File: src/rtl/crt_pkg.sv
// Shared definitions for the compare-reload timer: register addresses,
// mode-register field layout and the decoded mode structure.
// Assumes the data word is at least 11 bits wide.
package crt_pkg;
    localparam int AW = 3;
    localparam int CL_W = 2;

    localparam logic [AW-1:0] ADR_MODE   = 3'd0;
    localparam logic [AW-1:0] ADR_START  = 3'd1;
    localparam logic [AW-1:0] ADR_COUNT  = 3'd2;
    localparam logic [AW-1:0] ADR_CMP    = 3'd3;
    localparam logic [AW-1:0] ADR_PRE    = 3'd4;
    localparam logic [AW-1:0] ADR_CMPCTL = 3'd5;
    localparam logic [AW-1:0] ADR_ENABLE = 3'd6;

    localparam int F_SRC  = 0;   // 3-bit count source, 0 = idle
    localparam int F_ONCE = 3;
    localparam int F_LEN  = 4;
    localparam int F_DOWN = 5;
    localparam int F_OUT  = 8;   // 3-bit output mode

    localparam logic [2:0]      OUT_TOGGLE  = 3'd3;
    localparam logic [CL_W-1:0] CL_ON_MATCH = 2'd1;

    typedef struct packed {
        logic [2:0] src;
        logic       once;
        logic       len;
        logic       down;
        logic [2:0] omode;
    } mode_t;
endpackage

File: src/rtl/crt_regs.sv
// Register file of the timer: mode, start value, preload, compare control
// and enable. Decodes the write port into strobes for the registers kept
// in the counting core, and serves the combinational read port.
// Assumes W >= 11 so every mode field fits in the data word.
module crt_regs
    import crt_pkg::*;
#(
    parameter int W = 16
) (
    input  logic            clk,
    input  logic            rst_n,
    input  logic            wr_en,
    input  logic [AW-1:0]   wr_addr,
    input  logic [W-1:0]    wr_data,
    input  logic [AW-1:0]   rd_addr,
    input  logic [W-1:0]    count,
    input  logic [W-1:0]    cmp,
    output logic [W-1:0]    rd_data,
    output mode_t           mode,
    output logic [W-1:0]    start_val,
    output logic [W-1:0]    pre_val,
    output logic [CL_W-1:0] cmpctl,
    output logic            chan_en,
    output logic            mode_wr,
    output logic            cnt_wr,
    output logic            cmp_wr
);
    // Write strobes for each addressed register.
    assign mode_wr = wr_en && (wr_addr == ADR_MODE);
    assign cnt_wr  = wr_en && (wr_addr == ADR_COUNT);
    assign cmp_wr  = wr_en && (wr_addr == ADR_CMP);

    // Capture the mode fields on a mode write.
    always_ff @(posedge clk) begin
        if (!rst_n) begin
            mode <= '0;
        end else if (mode_wr) begin
            mode.src   <= wr_data[F_SRC +: 3];
            mode.once  <= wr_data[F_ONCE];
            mode.len   <= wr_data[F_LEN];
            mode.down  <= wr_data[F_DOWN];
            mode.omode <= wr_data[F_OUT +: 3];
        end
    end

    // Capture the plain data registers.
    always_ff @(posedge clk) begin
        if (!rst_n) begin
            start_val <= '0;
            pre_val   <= '0;
            cmpctl    <= '0;
            chan_en   <= 1'b0;
        end else if (wr_en) begin
            if (wr_addr == ADR_START)  start_val <= wr_data;
            if (wr_addr == ADR_PRE)    pre_val   <= wr_data;
            if (wr_addr == ADR_CMPCTL) cmpctl    <= wr_data[CL_W-1:0];
            if (wr_addr == ADR_ENABLE) chan_en   <= wr_data[0];
        end
    end

    // Read multiplexer.
    always_comb begin
        rd_data = '0;
        case (rd_addr)
            ADR_MODE: begin
                rd_data[F_SRC +: 3] = mode.src;
                rd_data[F_ONCE]     = mode.once;
                rd_data[F_LEN]      = mode.len;
                rd_data[F_DOWN]     = mode.down;
                rd_data[F_OUT +: 3] = mode.omode;
            end
            ADR_START:  rd_data = start_val;
            ADR_COUNT:  rd_data = count;
            ADR_CMP:    rd_data = cmp;
            ADR_PRE:    rd_data = pre_val;
            ADR_CMPCTL: rd_data[CL_W-1:0] = cmpctl;
            ADR_ENABLE: rd_data[0] = chan_en;
            default:    rd_data = '0;
        endcase
    end
endmodule

File: src/rtl/crt_core.sv
// Counting core: holds the counter, the active compare register and the
// single-shot stop flag. It detects matches and applies start-value reload
// and compare preload. Only up counting exists; the down bit idles the core.
// Assumes start value <= compare value when repeat-length mode is used.
module crt_core
    import crt_pkg::*;
#(
    parameter int W = 16
) (
    input  logic            clk,
    input  logic            rst_n,
    input  logic            tick,
    input  mode_t           mode,
    input  logic [W-1:0]    start_val,
    input  logic [W-1:0]    pre_val,
    input  logic [CL_W-1:0] cmpctl,
    input  logic            chan_en,
    input  logic            mode_wr,
    input  logic            cnt_wr,
    input  logic            cmp_wr,
    input  logic [W-1:0]    wr_data,
    output logic [W-1:0]    count,
    output logic [W-1:0]    cmp,
    output logic            match
);
    logic stopped;
    logic running;
    logic step;

    // The channel runs only when enabled, sourced, counting up and not stopped.
    assign running = chan_en && (mode.src != 3'd0) && !mode.down && !stopped;
    assign step    = tick && running;
    assign match   = step && (count == cmp);

    // Counter: a software write wins, then reload on match, then increment.
    always_ff @(posedge clk) begin
        if (!rst_n) begin
            count <= '0;
        end else if (cnt_wr) begin
            count <= wr_data;
        end else if (match && mode.len) begin
            count <= start_val;
        end else if (step) begin
            count <= count + 1'b1;
        end
    end

    // Active compare register: a software write wins over the preload copy.
    always_ff @(posedge clk) begin
        if (!rst_n) begin
            cmp <= '0;
        end else if (cmp_wr) begin
            cmp <= wr_data;
        end else if (match && (cmpctl == CL_ON_MATCH)) begin
            cmp <= pre_val;
        end
    end

    // Single-shot stop flag, cleared by any mode write.
    always_ff @(posedge clk) begin
        if (!rst_n) begin
            stopped <= 1'b0;
        end else if (mode_wr) begin
            stopped <= 1'b0;
        end else if (match && mode.once) begin
            stopped <= 1'b1;
        end
    end


    hold_no_tick_chk: assert property (@(posedge clk) disable iff (!rst_n)
        (!tick && !cnt_wr) |=> $stable(count));

    reinit_start_chk: assert property (@(posedge clk) disable iff (!rst_n)
        (match && mode.len && !cnt_wr) |=> (count == $past(start_val)));

    preload_copy_chk: assert property (@(posedge clk) disable iff (!rst_n)
        (match && (cmpctl == CL_ON_MATCH) && !cmp_wr) |=> (cmp == $past(pre_val)));

    stop_hold_chk: assert property (@(posedge clk) disable iff (!rst_n)
        (stopped && !mode_wr && !cnt_wr) |=> $stable(count));

    idle_no_match_chk: assert property (@(posedge clk) disable iff (!rst_n)
        (!chan_en || mode.down || (mode.src == 3'd0)) |-> !match);
endmodule

File: src/rtl/crt_outgen.sv
// Output stage: registers the one-cycle match pulse and the toggle flop.
// Assumes match is a single-cycle event qualified by the core.
module crt_outgen
    import crt_pkg::*;
(
    input  logic       clk,
    input  logic       rst_n,
    input  logic       match,
    input  logic [2:0] omode,
    output logic       tmr_out,
    output logic       cmp_pulse
);
    // Register the match as a one-cycle pulse.
    always_ff @(posedge clk) begin
        if (!rst_n) cmp_pulse <= 1'b0;
        else        cmp_pulse <= match;
    end

    // Flip the output on each match when the toggle mode is selected.
    always_ff @(posedge clk) begin
        if (!rst_n)                             tmr_out <= 1'b0;
        else if (match && (omode == OUT_TOGGLE)) tmr_out <= ~tmr_out;
    end


    pulse_follow_chk: assert property (@(posedge clk) disable iff (!rst_n)
        match |=> cmp_pulse);

    toggle_on_match_chk: assert property (@(posedge clk) disable iff (!rst_n)
        (match && (omode == OUT_TOGGLE)) |=> (tmr_out != $past(tmr_out)));

    out_hold_chk: assert property (@(posedge clk) disable iff (!rst_n)
        (!match || (omode != OUT_TOGGLE)) |=> $stable(tmr_out));
endmodule

File: src/rtl/cmp_reload_timer.sv
// Top of the compare-reload timer channel: ties the register file, the
// counting core and the output stage together.
// Assumes cnt_tick is synchronous to clk and W >= 11.
module cmp_reload_timer
    import crt_pkg::*;
#(
    parameter int W = 16
) (
    input  logic          clk,
    input  logic          rst_n,
    input  logic          wr_en,
    input  logic [AW-1:0] wr_addr,
    input  logic [W-1:0]  wr_data,
    input  logic [AW-1:0] rd_addr,
    output logic [W-1:0]  rd_data,
    input  logic          cnt_tick,
    output logic          tmr_out,
    output logic          cmp_pulse
);
    mode_t           mode;
    logic [W-1:0]    start_val;
    logic [W-1:0]    pre_val;
    logic [CL_W-1:0] cmpctl;
    logic            chan_en;
    logic            mode_wr;
    logic            cnt_wr;
    logic            cmp_wr;
    logic [W-1:0]    count;
    logic [W-1:0]    cmp;
    logic            match;

    crt_regs #(.W(W)) u_regs (
        .clk(clk), .rst_n(rst_n), .wr_en(wr_en), .wr_addr(wr_addr),
        .wr_data(wr_data), .rd_addr(rd_addr), .count(count), .cmp(cmp),
        .rd_data(rd_data), .mode(mode), .start_val(start_val),
        .pre_val(pre_val), .cmpctl(cmpctl), .chan_en(chan_en),
        .mode_wr(mode_wr), .cnt_wr(cnt_wr), .cmp_wr(cmp_wr)
    );

    crt_core #(.W(W)) u_core (
        .clk(clk), .rst_n(rst_n), .tick(cnt_tick), .mode(mode),
        .start_val(start_val), .pre_val(pre_val), .cmpctl(cmpctl),
        .chan_en(chan_en), .mode_wr(mode_wr), .cnt_wr(cnt_wr),
        .cmp_wr(cmp_wr), .wr_data(wr_data), .count(count), .cmp(cmp),
        .match(match)
    );

    crt_outgen u_out (
        .clk(clk), .rst_n(rst_n), .match(match), .omode(mode.omode),
        .tmr_out(tmr_out), .cmp_pulse(cmp_pulse)
    );
endmodule

File: config.mk
export PLATFORM = sky130hd
export DESIGN_NAME = cmp_reload_timer
export DESIGN_NICKNAME = d
export VERILOG_FILES = /design/src/rtl/crt_pkg.sv /design/src/rtl/crt_regs.sv /design/src/rtl/crt_core.sv /design/src/rtl/crt_outgen.sv /design/src/rtl/cmp_reload_timer.sv
export SDC_FILE = /design/constraint.sdc
export NUM_CORES = 1
export LEC_CHECK = 0
export ABC_AREA = 1
export BUFFER_PORTS_ARGS = -buffer_cell sky130_fd_sc_hd__buf_2
export CAP_MARGIN = 25
export CORE_AREA = 3 3 103 105
export CTS_CLUSTER_DIAMETER = 50
export DETAILED_ROUTE_END_ITERATION = 7
export DIE_AREA = 0 0 106 108
export HOLD_SLACK_MARGIN = 0.02
export PLACE_DENSITY = 0.69
export SKIP_LAST_GASP = 1
export SLEW_MARGIN = 25
export SYNTH_ARGS = -nofsm -noshare
export SYNTH_HDL_FRONTEND = slang
export SYNTH_HIERARCHICAL = 1
export SYNTH_SLANG_ARGS = --single-unit
File: constraint.sdc
create_clock -name clk -period 4.4 [get_ports clk]
set_clock_uncertainty 0.2 [all_clocks]
set_input_delay 0.22 -clock clk [delete_from_list [all_inputs] [get_ports clk]]
set_output_delay 0.22 -clock clk [all_outputs]
set_load 0.05 [all_outputs]
* Yosys cells after proc, flatten, opt, wreduce, memory -nomap -nowiden *
Index checks and enable logic that the tools add are counted.

storage, ports and cells
  bits in registers = 79
  latch bits = 0
  memory bits (writable) = 0
  memory bits (read-only) = 0
  bits of input ports = 26
  output and inout bits = 18
  logic and storage cells = 67
  memories kept = 0

cells by class
  add/sub/neg operators = 1
  multipliers = 0
  div/mod/pow operators = 0
  $lt $le $gt $ge = 0
  equality and inequality tests = 15
  shift-type cells = 0
  muxes and demuxes = 11
  bitwise logic cells = 2
  reductions and logical operators = 24

operators with widths
  kind                                            count
  two-way mux 16 bit                              5
  case mux 4 bit (5 select lines)                 1
  case mux 5 bit (4 select lines)                 1
  == test 3 bit (second input constant)           6
  adder 16 x 1 -> 16 bit (second input constant)  1
  == test 16 bit                                  1
  == test 3 x 2 -> 1 bit (second input constant)  5
  case mux 3 bit (5 select lines)                 1
  logical AND 1 bit                               12
  case mux 2 bit (4 select lines)                 1
  AND reduction 2 bit                             4
  case mux 1 bit (7 select lines)                 1
  == test 3 x 1 -> 1 bit (second input constant)  2
  logical NOT 3 bit                               2
  case mux 1 bit (6 select lines)                 1
  nonzero test 3 bit                              2
  == test 2 x 1 -> 1 bit (second input constant)  1
  logical NOT 1 bit                               2
  inverter 1 bit                                  2
  nonzero test 2 bit                              1
  OR reduction 2 bit                              1

* Depth between registers and ports, before layout *
Gate-level depths: netlist of run 1.

  word-level depth = 9
  mapped depth = 13
  gate-level depth less buffers = 13

* Hierarchy *
Netlist of run 1, hierarchy kept.

modules (own cells, without submodules)
  module      times used  cells each  area an instance (sq um)  sequential area each (sq um)
  crt_core    1           463         2,557.5                   660.6
  crt_regs    1           382         2,332.2                   880.8
  crt_outgen  1           12          91.3                      40.0

* Least setup slack after synthesis of run 1 *
Ideal clock, no wire load.

  path kind = input to register
  start = input port wr_en
  end = register u_core.cmp[10]
  library setup time = 113 ps
  data arrival time = 1,559 ps
  required time = 4,087 ps
  path slack = 2,528 ps
  cell stages on the path = 11
  path buffers = 2
  cell sequence = inv_1 nor2_2 inv_1 nor3_1 clkbuf_1 clkinv_1 clkbuf_1 nand2_1 nand2_1 nor2_1 nor2_1

on the way
  longest elaborated chain between the ends = 2
  elaborated cells on any way between the ends = 3
  classes of those cells = mux: 1; reduce/logical: 2

ends and longest elaborated chain
  what                                                      line                    text
  start: declaration                                        cmp_reload_timer.sv:11  input logic wr_en,
  logical AND 1 bit *                                       crt_regs.sv:31          assign cmp_wr = wr_en && (wr_addr == ADR_CMP);
  via cmp_wr                                                cmp_reload_timer.sv:27  logic cmp_wr;
  two-way mux 16 bit or nonzero test 2 bit (tied branches)  --
  end signal: assignment                                    crt_core.sv:53          cmp <= wr_data;
  end signal: assignment                                    crt_core.sv:55          cmp <= pre_val;
  end: declaration                                          crt_core.sv:23          output logic [W-1:0] cmp,

The timed path passes the listed nets; every way through them passes the cells marked *.
A chain may end at the register's enable or synchronous reset.

* Worst setup path in the final report of run 1 *
  start = register, netlist name u_regs/mode[3]
  end = register u_core.cmp[15]

on the way
  longest elaborated chain between the ends = 7

ends and longest elaborated chain
  what                            line                    text
  logical NOT 1 bit               crt_core.sv:31          assign running = chan_en && (mode.src != 3'd0) && !mode.down && !stopped;
  logical AND 1 bit (2 in a row)  crt_core.sv:31
  logical AND 1 bit               crt_core.sv:32          assign step = tick && running;
  logical AND 1 bit               crt_core.sv:33          assign match = step && (count == cmp);
  via match                       cmp_reload_timer.sv:30  logic match;
  logical AND 1 bit               crt_core.sv:54          end else if (match && (cmpctl == CL_ON_MATCH)) begin
  nonzero test 2 bit (no line)    --

The timed path passes the listed nets, and every way through them passes these cells.

==> results.json, run 1 <==
{
  "status": "complete, no violations",
  "arrival_ns": 2.61,
  "syn2layout_area_growth_pct": 12.3,
  "dr.pass1.iters": 5,
  "grt_max_degree": 46,
  "power_density_mw_per_mm2": 284,
  "busiest_layer": "met2",
  "tightest_slew_ns": 0.955,
  "use_met3": 0.0561,
  "min_period_ns": 2.56,
  "max_cap_viol_count": 0,
  "grtUsageMet1": 0.351,
  "grt.met2_usage": 0.468,
  "ant_nets": 0,
  "drc": 0,
  "final.period_utilization": 0.582,
  "drt_iter0_drc": 537,
  "crit_path_start": "u_regs/mode[3]",
  "syn_nets": 884,
  "required_ns": 4.44,
  "globalplace.congestion": 0.886,
  "yosysWarnings": 6,
  "die_area_mm2": 0.0114,
  "cts_root_buf": "clkbuf_8",
  "path_delay_family": "simple AND/OR/NAND/NOR gates",
  "clkLatencyLatePin_ns": 0.35,
  "die_y_um": 108,
  "setup_tns_ns": 0,
  "hold_class": "in -> reg",
  "synth_seq_area_share": 0.318,
  "core_mm2": 0.00973,
  "clkSinkCount": 79,
  "wire_per_inst_um": 14.8,
  "grt_antenna_before_repair": 0,
  "syn_avg_cell_area_um2": 5.81,
  "critPathLaunchType": "register",
  "crit_fanout": 32,
  "synth_seq_cells": 79,
  "syn_area_mm2": 0.00498,
  "hold_ws_ns": 0.0537,
  "gr-total-overflow": 0,
  "r2r_cells": 8,
  "design_area_mm2": 0.00559,
  "drive_above_1_share": 0.114,
  "pin_count": 44,
  "p_leak_nw": 2.85,
  "num_vias": 5476,
  "io_buffer_count": 43,
  "track_usage": 0.272,
  "grt_pass1_wl_um": 24900,
  "r2r_slack_ns": 1.84,
  "slowest_stage": "a31oi_4",
  "critical_path_depth": 8,
  "cp-endpoint": "u_core/cmp[15]",
  "path_buf_inv": 0,
  "ir_drop_mv": 0.268,
  "setup_viol": 0,
  "rsz0062_at_grt": "false",
  "worstSetupPathType": "reg -> reg",
  "nets": 922,
  "initial_core_util": 0.512,
  "fp.dieW_um": 106,
  "routed_wl_um": 15300,
  "hold_viol": 0,
  "num_antenna_cells": 0,
  "syn_inst": 857,
  "relSlewSlack": 0.363,
  "cts.clk_slew.worst_paths_ns": 0.09,
  "reg2reg_from": "u_regs/mode[3]",
  "post_cts_buffers": 0,
  "cts_tree": "done",
  "slew_viol_final": 0,
  "crit_chain": "nor2_1 -> nand2_1 -> nor2_1 -> nand4_4 -> nor2_8 -> a31oi_4 -> nor2_1 -> nor2_1",
  "end_kind": "register",
  "clockBufferDepth": 2,
  "cpMostUsedCell": "nor2_1",
  "timing.rr.end": "u_core/cmp[15]",
  "cts_made_buffers": 9,
  "power.total_mw": 1.59,
  "h-tree-depth": 3,
  "viasPerCell": 5.30,
  "synth.distinct_cells": 35,
  "max_stage_delay_ns": 0.45,
  "clock.fmax_mhz": 390,
  "dp_hpwl_um": 10200,
  "grt_pass1_vias": 5053,
  "rows": 36,
  "placed_cell_area_mm2": 0.00520
}
[layer usage]
metal  share of wire  wire [µm]  up-vias
met4           0.015        231        0
met2            0.47       7220      218
met1            0.43       6580     2506
met3           0.081       1240       25
met5               0          0        -
li1                -          -     2727
[registers in the layout, summed over array words and instances (netlist names)]
signal / cells
u_core/stopped: 1
u_regs/chan_en: 1
u_regs/pre_val: 16
u_regs/start_val: 16
u_regs/mode: 9
u_core/cmp: 16
u_out/tmr_out: 1
u_regs/cmpctl: 2
u_out/cmp_pulse: 1
u_core/count: 16
[worst register-to-register path: cells and delay by family (launching register included)]
| family | cells | cell delay (ns) |
|---|---|---|
| simple gates | 7 | 1.46 |
| flops | 1 | 0.34 |
| compound gates | 1 | 0.45 |
[worst min path at each step]
stage | startpoint | to | slack [ns] | cells after the start
5_1_grt | wr_en | u_regs/chan_en | 0.05 | 4
4_1_cts | wr_en | u_regs/chan_en | 0.03 | 4
6_report | wr_data[5] | u_regs/mode[3] | 0.05 | 3
3_5_place_dp | u_regs/pre_val[1] | u_regs/pre_val[1] | 0.30 | 2
3_3_place_gp | u_out/tmr_out | u_out/tmr_out | 0.29 | 2
2_1_floorplan | rst_n | u_out/cmp_pulse | 0.12 | 2
[layout by cell type, fill, tap and decap left out, types with 10 or more instances in the layout]
cell | synthesis | final
a21oi_1 | 26 | 26
buf_2 | 8 | 43
clkbuf_8 | 0 | 10
dfxtp_1 | 79 | 79
dlygate4sd3_1 | 0 | 16
inv_1 | 63 | 63
inv_2 | 20 | 20
nand2_1 | 298 | 298
nand3_1 | 47 | 47
nand4_1 | 18 | 18
nor2_1 | 174 | 173
o21ai_0 | 43 | 43
xor2_1 | 13 | 13
[synthesized netlist by cell type (all sizes together)]
master	count	area, µm²
a21oi	27	139
a31oi	2	27.5
and3	1	6.26
buf	17	119
clkbuf	17	65.1
clkinv	2	8.75
dfxtp	79	1580
ha	1	12.5
inv	83	312
nand2	302	1140
nand3	48	245
nand4	19	134
nor2	183	738
nor3	7	40.0
o211ai	1	7.51
o21ai	51	255
or2	1	6.26
xnor2	3	26.3
xor2	13	114
[metrics by stage]
step / utilization / cells / worst slack [ns]
CTS: 0.574 / 1033 / 1.59
global placement: 0.535 / 1001 / 1.81
finish: 0.575 / 1033 / 1.84
global route: 0.575 / 1033 / 1.66
detailed placement: 0.535 / 1001 / 1.63
floorplan: - / 857 / 2.53
[cells by family (layout without fill, tap and decap cells)]
| logic type | after synthesis | after routing | share of synthesized area |
|---|---|---|---|
| buf+inv | 119 | 162 | 0.101 |
| fa+ha+maj | 1 | 1 | 0.00251 |
| simple gates | 561 | 561 | 0.464 |
| flops | 79 | 79 | 0.318 |
| xor+xnor | 16 | 16 | 0.0281 |
| compound gates | 81 | 81 | 0.0862 |
[layout make-up]
cell class	instances	area, µm²
fillers	1016	4140
multi-input cells	659	2910
flip-flops and latches	79	1580
repair buffers	61	390
inverters	85	320
well taps	133	166
clock buffers	11	141
clock inverters	5	81.3
[where the power goes]
group / internal (mW) / switching, mW / leakage (nW)
Combinational: 0.0679 / 0.151 / 2.09
Sequential: 0.736 / 0.0234 / 0.641
Clock: 0.336 / 0.276 / 0.110
Total: 1.14 / 0.450 / 2.85
[what timing repair did]
action,CTS,global route
gates resized for setup,0,0
hold endpoints to repair,37,0
hold buffers,16,0
No activity file was read; power rests on OpenSTA's default activity.
==> inputs of run 2 (changes only) <==
--- a/config.mk
+++ b/config.mk
@@ -13,7 +13,7 @@
 export DETAILED_ROUTE_END_ITERATION = 7
 export DIE_AREA = 0 0 106 108
 export HOLD_SLACK_MARGIN = 0.02
-export PLACE_DENSITY = 0.69
+export PLACE_DENSITY = 0.72
 export SKIP_LAST_GASP = 1
 export SLEW_MARGIN = 25
 export SYNTH_ARGS = -nofsm -noshare
==> constraint.sdc (replaced) <==
create_clock -name clk -period 2.25 [get_ports clk]
set_clock_uncertainty 0.2 [all_clocks]
set_input_delay 0.1125 -clock clk [delete_from_list [all_inputs] [get_ports clk]]
set_output_delay 0.1125 -clock clk [all_outputs]
set_load 0.05 [all_outputs]
==> results.json, run 2 (same netlist as run 1, synthesis figures left out) <==
{
  "fp.dieW_um": 106,
  "viasPerCell": 5.35,
  "track_usage": 0.285,
  "syn2layout_area_growth_pct": 17.0,
  "num_vias": 5649,
  "num_antenna_cells": 0,
  "tightest_slew_ns": 0.728,
  "drc": 0,
  "h-tree-depth": 3,
  "clkLatencyLatePin_ns": 0.36,
  "grt_antenna_before_repair": 0,
  "end_kind": "register",
  "utilization": 0.599,
  "crit_fanout": 25,
  "cts_root_buf": "clkbuf_8",
  "placed_cell_area_mm2": 0.00532,
  "setup_tns_ns": 0,
  "max_cap_viol_count": 0,
  "die_area_mm2": 0.0114,
  "gr-total-overflow": 0,
  "cts.clk_slew.worst_paths_ns": 0.09,
  "post-place-ws_ns": -0.139,
  "relSlewSlack": 0.514,
  "hold_ws_ns": 0.246,
  "mostFrequentLayoutCells": "298 x nand2_1, 171 x nor2_1, 78 x dfxtp_1",
  "pin_count": 44,
  "clkSinkCount": 79,
  "hold_viol": 0,
  "clockBufferDepth": 2,
  "min_period_ns": 2.16,
  "routed_wl_um": 16400,
  "multi_input_area_mm2": 0.00294,
  "initial_core_util": 0.512,
  "cts_made_buffers": 9,
  "fillers": 995,
  "final.period_utilization": 0.962,
  "seqCellArea_mm2": 0.00158,
  "grt_max_degree": 33,
  "globalplace.congestion": 0.916,
  "nets": 946,
  "p_leak_nw": 2.99,
  "setup_viol": 0,
  "drt_iter0_drc": 507,
  "final_common_cell": "nand2_1",
  "power_density_mw_per_mm2": 553,
  "drive_above_1_share": 0.132,
  "fin_ws_ns": 0.0862,
  "rows": 36,
  "die_y_um": 108,
  "wire_per_inst_um": 15.5,
  "grt_pass1_wl_um": 25700,
  "grt_pass1_vias": 5127,
  "slew_viol_final": 0,
  "arrival_ns": 2.19,
  "dp_hpwl_um": 10600,
  "critPathLaunchType": "input port",
  "dp_cells": 1017,
  "ant_nets": 0,
  "finalNonFillerCells": 1056,
  "ir_drop_mv": 0.337,
  "dr.pass1.iters": 5,
  "hold_class": "in -> reg",
  "required_ns": 2.28,
  "worstSetupPathType": "in -> reg",
  "core_mm2": 0.00973,
  "io_buffer_count": 43,
  "cts_tree": "done",
  "rsz0062_at_grt": "true",
  "status": "complete, no violations",
  "power.total_mw": 3.22,
  "design_area_mm2": 0.00583,
  "clock.fmax_mhz": 462
}
==> run 2: metal layers <==
layer | track usage | part of all wire | vias to the layer above
met5 | 0 | 0 | -
met3 | 0.0436 | 0.072 | 31
li1 | - | - | 2773
met2 | 0.478 | 0.47 | 233
met1 | 0.373 | 0.43 | 2612
met4 | 0.107 | 0.024 | 0
==> run 2: worst max-delay path, stage by stage <==
cell and delay (ns):
dlygate4sd3_1 0.53, buf_2 0.14, nor2_2 0.17, inv_1 0.09, nor3_1 0.17, buf_4 0.19, buf_4 0.20, inv_2 0.22
nor2_1 0.16, nor2_1 0.06, nand2_1 0.09, a21oi_1 0.06
==> run 2: path summary, 6_finish.rpt <==
check,slack [ns],cells past startpoint,startpoint,end
worst max-delay path,0.09,12,wr_addr[2],u_core/count[11]
worst max register to register,0.20,12,u_regs/chan_en,u_core/count[15]
worst min-delay path,0.25,8,cnt_tick,u_core/count[0]
worst min register to register,0.31,2,u_regs/pre_val[15],u_regs/pre_val[15]
==> run 2: power breakdown <==
part | total, mW | internal (mW) | leakage, nW | switching, mW
registers | 1.48 | 1.44 | 0.642 | 0.0441
logic | 0.455 | 0.150 | 2.24 | 0.306
clock network | 1.28 | 0.729 | 0.111 | 0.553
==> run 2: final cells by class <==
cell class,count,share of cell area
Clock buffer,9,0.0213
Multi-Input combinational cell,660,0.504
Clock inverter,6,0.0189
Inverter,85,0.0550
Tap cell,133,0.0286
Timing Repair Buffer,84,0.101
Sequential cell,79,0.272
==> run 2: what timing repair did <==
| action | 4_1_cts | 5_1_grt |
|---|---|---|
| setup endpoints to repair | 6 | 17 |
| endpoints found under the hold margin | 77 | 0 |
| hold buffers | 23 | 0 |
| gates cloned | 0 | 1 |
| setup buffers | 0 | 0 |
| pin swaps | 0 | 2 |
| gates resized for setup | 1 | 8 |
